<file path="src/rtl/ilsu_pkg.sv">
package ilsu_pkg;

    localparam int WORD_W = 16;
    localparam int OPC_W  = 5;
    localparam int OPB_W  = 5;
    localparam int OPA_W  = 6;
    localparam int LEN_W  = 2;

    // Field order is behaviour: a in [15:10], b in [9:5], opcode in [4:0]
    typedef struct packed {
        logic [OPA_W-1:0] opa;
        logic [OPB_W-1:0] opb;
        logic [OPC_W-1:0] opc;
    } instr_fields_t;

    typedef struct packed {
        logic             special;
        logic             cond;
        logic [LEN_W-1:0] len;
    } decode_t;

    localparam logic [OPC_W-1:0] COND_LO = 5'h10;
    localparam logic [OPC_W-1:0] COND_HI = 5'h17;

    // Does this operand code pull one word from the instruction stream?
    function automatic logic needs_word(input logic [OPA_W-1:0] code);
        logic indexed;
        indexed = (code >= 6'h10) && (code <= 6'h17);
        return indexed || (code == 6'h1a) || (code == 6'h1e) || (code == 6'h1f);
    endfunction

    function automatic logic is_cond_op(input logic [OPC_W-1:0] opc);
        return (opc >= COND_LO) && (opc <= COND_HI);
    endfunction

endpackage

</file>
<file path="src/rtl/ilsu_decode.sv">
module ilsu_decode
    import ilsu_pkg::*;
(
    input  logic [WORD_W-1:0] word,
    output decode_t           dec
);
    instr_fields_t f;
    logic          ext_a;
    logic          ext_b;

    always_comb begin
        f            = instr_fields_t'(word);
        dec.special  = (f.opc == '0);
        ext_a        = needs_word(f.opa);
        ext_b        = needs_word({1'b0, f.opb}) && !dec.special;
        dec.cond     = !dec.special && is_cond_op(f.opc);
        dec.len      = LEN_W'(1) + LEN_W'(ext_a) + LEN_W'(ext_b);
    end

    always_comb begin
        AST_LEN_NONZERO: assert (dec.len != '0);
    end
endmodule

</file>
<file path="src/rtl/ilsu_skip_ctrl.sv">
module ilsu_skip_ctrl (
    input  logic clk,
    input  logic rst,
    input  logic fetch_valid,
    input  logic word_is_cond,
    input  logic test_failed,
    output logic skipping,
    output logic pen_load,
    output logic pen_inc
);
    logic skip_q;
    logic skip_d;

    always_comb begin
        skip_d   = skip_q;
        pen_load = 1'b0;
        pen_inc  = 1'b0;
        if (!skip_q) begin
            if (test_failed) begin
                skip_d   = 1'b1;
                pen_load = 1'b1;
            end
        end else if (fetch_valid) begin
            if (word_is_cond) begin
                pen_inc = 1'b1;
            end else begin
                skip_d = 1'b0;
            end
        end
    end

    always_ff @(posedge clk) begin
        if (rst) skip_q <= 1'b0;
        else     skip_q <= skip_d;
    end

    assign skipping = skip_q;

    AST_SKIP_ENTRY: assert property (@(posedge clk) disable iff (rst)
        (!skip_q && test_failed) |=> skip_q);
    AST_CHAIN_EXTEND: assert property (@(posedge clk) disable iff (rst)
        (skip_q && fetch_valid && word_is_cond) |=> skip_q);
    AST_CHAIN_EXIT: assert property (@(posedge clk) disable iff (rst)
        (skip_q && fetch_valid && !word_is_cond) |=> !skip_q);
    AST_IDLE_HOLD: assert property (@(posedge clk) disable iff (rst)
        (skip_q && !fetch_valid) |=> skip_q);
endmodule

</file>
<file path="src/rtl/ilsu_penalty.sv">
module ilsu_penalty #(
    parameter int PEN_W = 4
) (
    input  logic             clk,
    input  logic             rst,
    input  logic             load,
    input  logic             inc,
    output logic [PEN_W-1:0] count
);
    localparam logic [PEN_W-1:0] PEN_MAX = {PEN_W{1'b1}};
    localparam logic [PEN_W-1:0] PEN_ONE = PEN_W'(1);

    logic [PEN_W-1:0] cnt_q;

    always_ff @(posedge clk) begin
        if (rst)                         cnt_q <= '0;
        else if (load)                   cnt_q <= PEN_ONE;
        else if (inc && cnt_q != PEN_MAX) cnt_q <= cnt_q + PEN_ONE;
    end

    assign count = cnt_q;

    AST_PEN_LOAD: assert property (@(posedge clk) disable iff (rst)
        load |=> (cnt_q == PEN_ONE));
    AST_NO_OVERFLOW: assert property (@(posedge clk) disable iff (rst)
        (!load && inc && cnt_q == PEN_MAX) |=> (cnt_q == PEN_MAX));
    AST_PEN_HOLD: assert property (@(posedge clk) disable iff (rst)
        (!load && !inc) |=> $stable(cnt_q));
endmodule

</file>
<file path="src/rtl/instr_len_skip.sv">
module instr_len_skip
    import ilsu_pkg::*;
#(
    parameter int PEN_W = 4
) (
    input  logic             clk,
    input  logic             rst,
    input  logic             fetch_valid,
    input  logic [15:0]      fetch_word,
    input  logic             test_failed,
    output logic [1:0]       word_count,
    output logic             skipping,
    output logic [1:0]       pc_step,
    output logic             exec_en,
    output logic [PEN_W-1:0] penalty
);
    decode_t dec;
    logic    pen_load;
    logic    pen_inc;

    ilsu_decode u_decode (
        .word (fetch_word),
        .dec  (dec)
    );

    ilsu_skip_ctrl u_ctrl (
        .clk          (clk),
        .rst          (rst),
        .fetch_valid  (fetch_valid),
        .word_is_cond (dec.cond),
        .test_failed  (test_failed),
        .skipping     (skipping),
        .pen_load     (pen_load),
        .pen_inc      (pen_inc)
    );

    ilsu_penalty #(.PEN_W(PEN_W)) u_pen (
        .clk   (clk),
        .rst   (rst),
        .load  (pen_load),
        .inc   (pen_inc),
        .count (penalty)
    );

    assign word_count = dec.len;
    assign pc_step    = fetch_valid ? dec.len : 2'd0;
    assign exec_en    = fetch_valid && !skipping;

    AST_IGNORE_FAIL_IN_SKIP: assert property (@(posedge clk) disable iff (rst)
        (skipping && test_failed && !fetch_valid) |=> (skipping && $stable(penalty)));
endmodule

</file>
<file path="config.mk">
export PLATFORM = sky130hd
export DESIGN_NAME = instr_len_skip
export DESIGN_NICKNAME = d
export VERILOG_FILES = /design/src/rtl/ilsu_pkg.sv /design/src/rtl/ilsu_decode.sv /design/src/rtl/ilsu_skip_ctrl.sv /design/src/rtl/ilsu_penalty.sv /design/src/rtl/instr_len_skip.sv
export SDC_FILE = /design/constraint.sdc
export NUM_CORES = 1
export LEC_CHECK = 0
export ABC_AREA = 1
export BUFFER_PORTS_ARGS = -buffer_cell sky130_fd_sc_hd__buf_2
export CAP_MARGIN = 20
export CORE_AREA = 2 2 39 41
export DETAILED_ROUTE_END_ITERATION = 7
export DIE_AREA = 0 0 41 43
export GPL_TIMING_DRIVEN = 0
export MAX_ROUTING_LAYER = met4
export SYNTH_ARGS = -nofsm -noshare
export SYNTH_HDL_FRONTEND = slang
export SYNTH_SLANG_ARGS = --single-unit
</file>
<file path="constraint.sdc">
create_clock -name clk -period 1.8 [get_ports clk]
set_input_delay 0.18 -clock clk [delete_from_list [all_inputs] [get_ports clk]]
set_output_delay 0.18 -clock clk [all_outputs]
set_load 0.01 [all_outputs]
</file>
# Word-level counts from Yosys, hierarchy flattened
# Index checks and enable logic that the tools add are counted.
# classes
add_sub_neg	3
n_mul	0
div_mod_pow	0
magnitude_cmp	6
n_eq_ne	7
shifts	0
mux	10
n_bitwise	0
reduce_logical	18
# op_table
cell	n
equality test 6 x 5 -> 1 bit (second input constant)	3
equality test 5 bit (second input constant)	3
>= comparator 5 bit (second input constant)	2
less-or-equal comparator 5 bit (second input constant)	2
2-to-1 mux 1 bit	9
logical AND 1 bit	7
>= comparator 6 x 5 -> 1 bit (second input constant)	1
less-or-equal comparator 6 x 5 -> 1 bit (second input constant)	1
logical OR 1 bit	6
zero test 5 bit	1
adder 4 x 1 -> 4 bit (second input constant)	1
!= test 4 bit (second input constant)	1
adder 1 x 1 -> 2 bit (first input constant)	1
adder 2 x 1 -> 2 bit	1
zero test 1 bit	2
2-to-1 mux 2 bit	1
nonzero test 2 bit	1
OR reduction 2 bit	1
# totals
ff_bits	5
latchBits	0
ramBits	0
romBits	0
out_inout_bits	10
wordCells	47
n_memories	0

# Longest topological paths before layout
# Gate-level depths: netlist of run 1.
# depth
ltp_word	9
ltp_mapped	7
mapped_depth_nobuf	7

# Hierarchy
# Synthesis of run 1 repeated with hierarchy kept, for this count alone.
# hier_totals
cells_unflattened	70
hier_area_um2	391.6
# modules_own_cells
mod	n_inst	cells_per_inst	area_per_inst_um2
ilsu_penalty	1	33	216.5
ilsu_decode	1	21	91.3
ilsu_skip_ctrl	1	10	58.8
instr_len_skip	1	6	25.0

# Least setup slack after synthesis of run 1
# Ideal clock, no wire load.
# synth_timing
kind	register -> register
startpoint	register u_pen.cnt_q[0], in the netlist u_pen.count[0]
endpoint	register u_pen.cnt_q[1], in the netlist u_pen.count[1]
setup_ns	0.116
t_arrival_ns	1.008
t_required_ns	1.684
setup_slack_ns	0.676
path_stages_with_launch	7
path_buffers	0
path_cell_list	dfxtp_1 ha_1 nand3_2 nand3_4 inv_2 nor2_1 nor2_1
# synth_between
elab_chain_len	2
word_cells_on_any_way	3
# synth_lines
element	line_no	source
start, declared	ilsu_penalty.sv:13	logic [PEN_W-1:0] cnt_q;
start signal, assigned	ilsu_penalty.sv:18	else if (inc && cnt_q != PEN_MAX) cnt_q <= cnt_q + PEN_ONE;
branches (longest 2 deep; another with adder 4 x 1 -> 4 bit)	-	
# Several ways; the timed one is not identified.
# A chain may end at the register's enable or synchronous reset.

# Final worst setup path of run 1
# layout_timing
startpoint	input fetch_word[5]
endpoint	output pc_step[0]
# layout_between
elab_chain_len	8
word_cells_on_any_way	12
# layout_lines
element	line_no	source
start, declared	instr_len_skip.sv:9	input logic [15:0] fetch_word,
>= comparator 5 bit or less-or-equal comparator 5 bit (tied branches)	ilsu_pkg.sv:28	indexed = (code >= 6'h10) && (code <= 6'h17);
logical AND 1 bit	ilsu_pkg.sv:28	
logical OR 1 bit (2 in a row)	ilsu_pkg.sv:29	return indexed || (code == 6'h1a) || (code == 6'h1e) || (code == 6'h1f);
logical OR 1 bit (*)	ilsu_pkg.sv:29	
logical AND 1 bit (*)	ilsu_decode.sv:15	ext_b = needs_word({1'b0, f.opb}) && !dec.special;
adder 2 x 1 -> 2 bit (*)	ilsu_decode.sv:17	dec.len = LEN_W'(1) + LEN_W'(ext_a) + LEN_W'(ext_b);
2-to-1 mux 2 bit (*)	instr_len_skip.sv:46	assign pc_step = fetch_valid ? dec.len : 2'd0;
end, declared	instr_len_skip.sv:13	output logic [1:0] pc_step,
# Mark *: on every way between the ends. The rest lies on a longest branch, timed or not.

==> results of run 1 <==
## area by class of cell
| class | instances | share of cell area, % |
|---|---|---|
| clock buffers | 4 | 4.536 |
| inverters | 16 | 10.58 |
| multi-input cells | 42 | 39.09 |
| flip-flops and latches | 5 | 17.28 |
| well taps | 16 | 3.456 |
| repair buffers | 29 | 25.05 |
## path summary, 6_finish.rpt
check | slack [ps] | depth (start not counted) | start | to
setup / recovery | 620 | 8 | fetch_word[5] | pc_step[0]
hold / removal | 200 | 4 | rst | u_pen.count[0]$_SDFFE_PP0P_
setup reg to reg | 660 | 6 | u_pen.count[0]$_SDFFE_PP0P_ | u_pen.count[1]$_SDFFE_PP0P_
hold reg to reg | 520 | 2 | u_pen.count[3]$_SDFFE_PP0P_ | u_pen.count[3]$_SDFFE_PP0P_
## placed cells by master, fill, tap and decap left out, types with 2 or more instances in the layout
master    instances
ha_1              2
o21ai_0           2
dfxtp_1           5
clkbuf_4          3
a21oi_1           3
inv_1            14
nand2_1          11
buf_2            29
nand3_1           5
nor2_1           10
o21ai_1           2
## logic make-up (layout without fill, tap and decap cells)
group           after synthesis  after routing
xor+xnor                      1              1
flops                         5              5
buf+inv                      16             49
simple gates                 32             32
compound gates                7              7
fa+ha+maj                     2              2
## worst max-delay path: stages
cell and delay, ps:
buf_2 90, inv_1 40, o21ai_1 50, nand2_1 50, nand3_1 70, ha_1 300, nor2_1 90, buf_2 130
## per-layer routing
layer	part of all wire, %	track usage, %	vias up
met4	0.75	8.000	0
met5	0	-	-
li1	-	-	259
met3	9.8	1.571	2
met2	44	14.37	15
met1	45	12.54	179
## synthesized netlist by cell type
cell and instances:
inv_2 1, o21ai_1 2, o21ai_0 2, inv_1 14, nand2_2 1, ha_1 2
xor2_1 1, nand2_1 11, clkinv_2 1, nand3b_1 1, a21oi_1 3, nand4_1 1
nor2_1 10, nand3_1 5, dfxtp_1 5, nor2_2 1, nand3_2 1, nand3_4 1
## state kept, by name (all words and copies together) (netlist names)
name,cells
u_pen.count,4
u_ctrl.skipping,1
## per-stage QoR
stage,std cells,area (sq um),hold slack (ps)
after floorplan,63,387.9,329.8
after global routing,112,579.3,227.8
after CTS,112,579.3,190.0
after detailed placement,108,553.0,444.3
final,112,579.3,199.1
after global placement,108,553.0,444.2
## where the power goes
| part | switching, mW | leakage (nW) | internal [mW] |
|---|---|---|---|
| sequential | 0.00554 | 0.0409 | 0.115 |
| combinational | 0.0398 | 0.288 | 0.0392 |
| clock | 0.0484 | 0.0150 | 0.0840 |
==> run metrics, run 1 <==
RD Place Congestion 0.6823; xor and xnor fraction of the mapped netlist area 2.258%; top post-synthesis cells by area dfxtp_1, inv_1, nand2_1; Max Slew Vio Count 0; Max rail drop VDD 0.0003038 V; Total GRT Usage 10.29%; CTS Hold Bufs 0; Design Power 0.3322 mW; Worst-Margin Slew 210.3 ps; Filler Cell Count 161; DP Wirelength 702.3 um; routed vias/inst 4.063; element type at the critical path end output pin; register area 100.1 sq um; Ant. Diodes 0; adder-cell share of the synthesized area 6.452%; Pre-antenna DRT Iters 2; num ports 30; htree depth 1; Core Area 0.001384 sq mm; RSZ-0062 raised after global routing no; Layout area overhead 49.35%; critical path class input pin to output pin; Final Util 41.86%; Remaining DRCs 0; WL final 805 um; clock buffer count from CTS 3; Synth Area in Compound Gates 9.032%; final setup violation count 0; PD cells 573.5 mW/mm^2; share of the yosys chip area belonging to registers 25.81%; Final ANT Viol Nets 0; Max-slew headroom 85.96%; post-route minimum period 1184 ps; initial DRC count 8; Leak 0.3435 nW; max_cap viols 0; Min-Delay Path Class input pin to flop; CTS tree done; per-cell routed wire length 7.188 um; synthesized area 387.9 sq um; Synth Warn # 0; Clock Latency Late Sink 240 ps; syn nets 85; largest net degree at the start of global routing 7; Sink Count 5; CTS resizes 0; Max Freq 844.3 MHz; Final Worst Setup Slack 615.6 ps; first-pass GRT wire length 1.228 mm; share of cells above drive strength 1 39.58%; final net count 119; post-synthesis mux area share 0%; Fin Setup TNS 0 ps; largest family of logic cells by synthesized area simple AND/OR/NAND/NOR gates; CP max FO 2; status complete, no violations; worst path arrival time 1000 ps; Core Rows 14; initial antenna violation count 0; pre-CTS setup slack 593.5 ps; final hold violation count 0; grt ovf 0; setup bufs post-CTS 0; Die ar. 0.001763 sq mm; type of origin of the critical path input pin; Die X 41 um; clock-pin transition on the worst setup and hold timing paths 40 ps; Multi-input gate area 226.5 sq um; vias in the first global route 354; Worst Path Required 1620 ps; cell count after synthesis 63; Starting Density 28.03%; DR vias 455; CTS Buffer Depth 2; Port Buffers 29; post-synth top area share 25.81%; Synth Area in Simple Gates 40.65%; clk root buf clkbuf_4; Tcrit/Tclk final 65.80%; cell taking the most area after synthesis dfxtp_1; Syn Area/Cell 6.157 sq um; Worst Skew 4.102 ps; Synth Register Bits 5; die outline height 43 um; Netlist cell types 18
Power figures use the tool's default switching activity.
==> inputs of run 2 (changes only) <==
--- a/config.mk
+++ b/config.mk
@@ -5,7 +5,7 @@
 export SDC_FILE = /design/constraint.sdc
 export NUM_CORES = 1
 export LEC_CHECK = 0
-export ABC_AREA = 1
+export ABC_AREA = 0
 export BUFFER_PORTS_ARGS = -buffer_cell sky130_fd_sc_hd__buf_2
 export CAP_MARGIN = 20
 export CORE_AREA = 2 2 39 41
==> constraint.sdc (replaced) <==
create_clock -name clk -period 1.11 [get_ports clk]
set_input_delay 0.111 -clock clk [delete_from_list [all_inputs] [get_ports clk]]
set_output_delay 0.111 -clock clk [all_outputs]
set_load 0.01 [all_outputs]
==> run metrics, run 2 <==
Remaining DRCs 0 (unchanged); Final ANT Viol Nets 0 (unchanged); register area 106.4 sq um (+6.3%); crit path buf inv count 2 (-1); Pre-antenna DRT Iters 1 (-1); cell count after synthesis 41 (-35%); largest net degree at the start of global routing 9 (+2); Crit-path slowest cell or4_4; top cells by count, synth inv_1, dfxtp_1, a21oi_1, a311oi_1, nor2b_1; pre-CTS setup slack -389.5 ps (-983.1 ps); Leak 0.3051 nW (-11%); Min-Delay Path Class input pin to flop; Port Buffers 29 (unchanged); initial DRC count 0 (-8); Final Util 43.04% (+1.2 points); Worst Hold Margin 51.73 ps (-147.4 ps); Max Slew Vio Count 0 (unchanged); initial antenna violation count 0 (unchanged); status finished with violations; top post-synthesis cells by area dfxtp_1, a311oi_1, ha_1; CTS Buffer Depth 2 (unchanged); Most used DFF post-synth dfxtp_1; Post-synth EDFFs 0 (unchanged); FF-to-FF setup slack 50 ps (-610 ps); commonest non-fill, non-tap cell in the layout buf_2; type of origin of the critical path input pin; Filler Cell Count 158 (-1.9%); Syn Area/Cell 8.667 sq um (+41%); filler-free cell count of the finished design 91 (-19%); Worst Skew 4.802 ps (+0.6994 ps); Ant. Diodes 0 (unchanged); share of cells above drive strength 1 62.67% (+23 points); Starting Density 25.68% (-2.4 points); Max-slew headroom 85.91% (about the same); Synth Warn # 0 (unchanged); die outline height 43 um (unchanged); DR vias 433 (-4.8%); first-pass GRT wire length 1.366 mm (+11%); RD Place Congestion 0.7445 (+9.1%); Layout area overhead 67.61%; WL final 899 um (+12%); Max Freq 665.8 MHz; cell taking the most area after synthesis dfxtp_1; Die X 41 um (unchanged); vias in the first global route 360 (+1.7%); element type at the critical path end output pin; Post-Layout Inst Area 595.6 sq um (+2.8%); most common cell in the synthesized netlist inv_1; per-cell routed wire length 9.879 um (+37%); post-route minimum period 1502 ps; clk root buf clkbuf_4; worst path cell trace buf_6 > or4_4 > o211ai_1 > ha_1 > nor2b_2 > buf_2; Core Rows 14 (unchanged); post-synth top area share 28.17% (+2.4 points); placed inst area 533.0 sq um (-3.6%); CP max FO 2 (unchanged); Tcrit/Tclk final 135.3%; Core Area 0.001384 sq mm (unchanged); max_cap viols 0 (unchanged); Top delay family on crit path simple AND/OR/NAND/NOR gates; worst stage delay on the critical path 510 ps (+210 ps); Max rail drop VDD 0.0004950 V (+63%); htree depth 1 (unchanged); Netlist cell types 22 (+4); failing checks setup timing; Sink Count 5 (unchanged); final net count 98 (-18%); Final Worst Setup Slack -391.9 ps (-1008 ps); worst path arrival time 1390 ps (+390 ps); CTS Hold Bufs 0 (unchanged); most frequent cells in the layout buf_2, inv_1, a311oi_1, a21oi_1, clkbuf_4; Total GRT Usage 11.82% (+1.5 points); clock-pin transition on the worst setup and hold timing paths 50 ps (about the same); Fin Setup TNS -1184 ps (-1184 ps); Die ar. 0.001763 sq mm (unchanged); Synth Register Bits 5 (unchanged); num ports 30 (unchanged); CTS tree done; grt ovf 0 (unchanged); RSZ-0062 raised after global routing yes; ys async rst share 0% (unchanged); PD cells 919.3 mW/mm^2 (+60%); critical path class input pin to output pin; clock buffer count from CTS 3 (unchanged); Multi-input gate area 250.2 sq um (+10%); DP Wirelength 752.2 um (+7.1%); Worst Path Required 1000 ps (-620 ps); Worst-Margin Slew 210.0 ps (-0.2873 ps); final setup violation count 4 (+4); routed vias/inst 4.758 (+17%); Clock Latency Late Sink 250 ps (about the same); syn nets 63 (-26%); share of the yosys chip area belonging to registers 28.17% (+2.4 points); final hold violation count 0 (unchanged); Largest register FFs 4 (unchanged); synthesized area 355.3 sq um (-8.4%); Design Power 0.5475 mW (+65%); placed insts 86 (-20%)
## run 2: cell types whose count changed after synthesis, moves of 2 or more
cell,before,now
nand3_1,5,2
and4b_1,0,2
o21ai_1,2,0
inv_1,14,6
a311oi_1,0,3
nand2_1,11,0
nor2_1,10,1
nor2b_1,0,3
## run 2: cell type report
class	count	area share [%]
sequential	5	17.86
buffer	1	1.891
multi-input combinational	29	42.02
timing repair buffer	30	26.68
tap	16	3.361
inverter	6	3.782
clock buffer	4	4.412
## run 2: routing by layer
layer  part of all wire (%)  wire [um]  vias up  GRT usage, %
met2                     55        498        9         19.38
met5                      0          0        -             -
met4                      0          0        0         2.000
met1                     39        349      202         11.22
met3                    5.8         52        0         7.853
li1                       -          -      222             -
## run 2: power by group
part	total [mW]	switching [mW]	leakage, nW	internal (mW)
Combinational	0.134	0.0584	0.248	0.0757
Clock	0.217	0.0806	0.0150	0.136
Sequential	0.196	0.00897	0.0422	0.188
Total	0.547	0.148	0.305	0.400
## run 2: cells by family (layout without fill, tap and decap cells)
kind of cell | after synthesis | count (layout) | synth area share, %
buffers and inverters | 7 | 41 | 9.506
DFF | 5 | 5 | 28.17
adders and majority gates | 2 | 2 | 7.041
AOI/OAI and AO/OA | 13 | 13 | 28.52
and+or+nand+nor | 14 | 14 | 26.76
## run 2: worst paths after layout
| check | start | to | cells after the start |
|---|---|---|---|
| worst min register to register | u_ctrl.skipping$_SDFF_PP0_ | u_ctrl.skipping$_SDFF_PP0_ | 1 |
| worst max-delay path | fetch_word[1] | pc_step[0] | 6 |
| worst max register to register | u_ctrl.skipping$_SDFF_PP0_ | u_pen.count[3]$_SDFFE_PP0P_ | 4 |
| worst min-delay path | rst | u_ctrl.skipping$_SDFF_PP0_ | 2 |
## run 2: what timing repair did
| item | 4_1_cts | 5_1_grt |
|---|---|---|
| endpoints found under the setup margin | 9 | 8 |
| resized for setup | 4 | 2 |
| setup buffers | 0 | 1 |
| pin swaps | 0 | 5 |
## run 2: worst register-to-register path: stages (launching register included)
cell and delay (ps):
dfxtp_2 350, and4b_1 200, buf_6 130, a21oi_1 60, a311oi_1 220
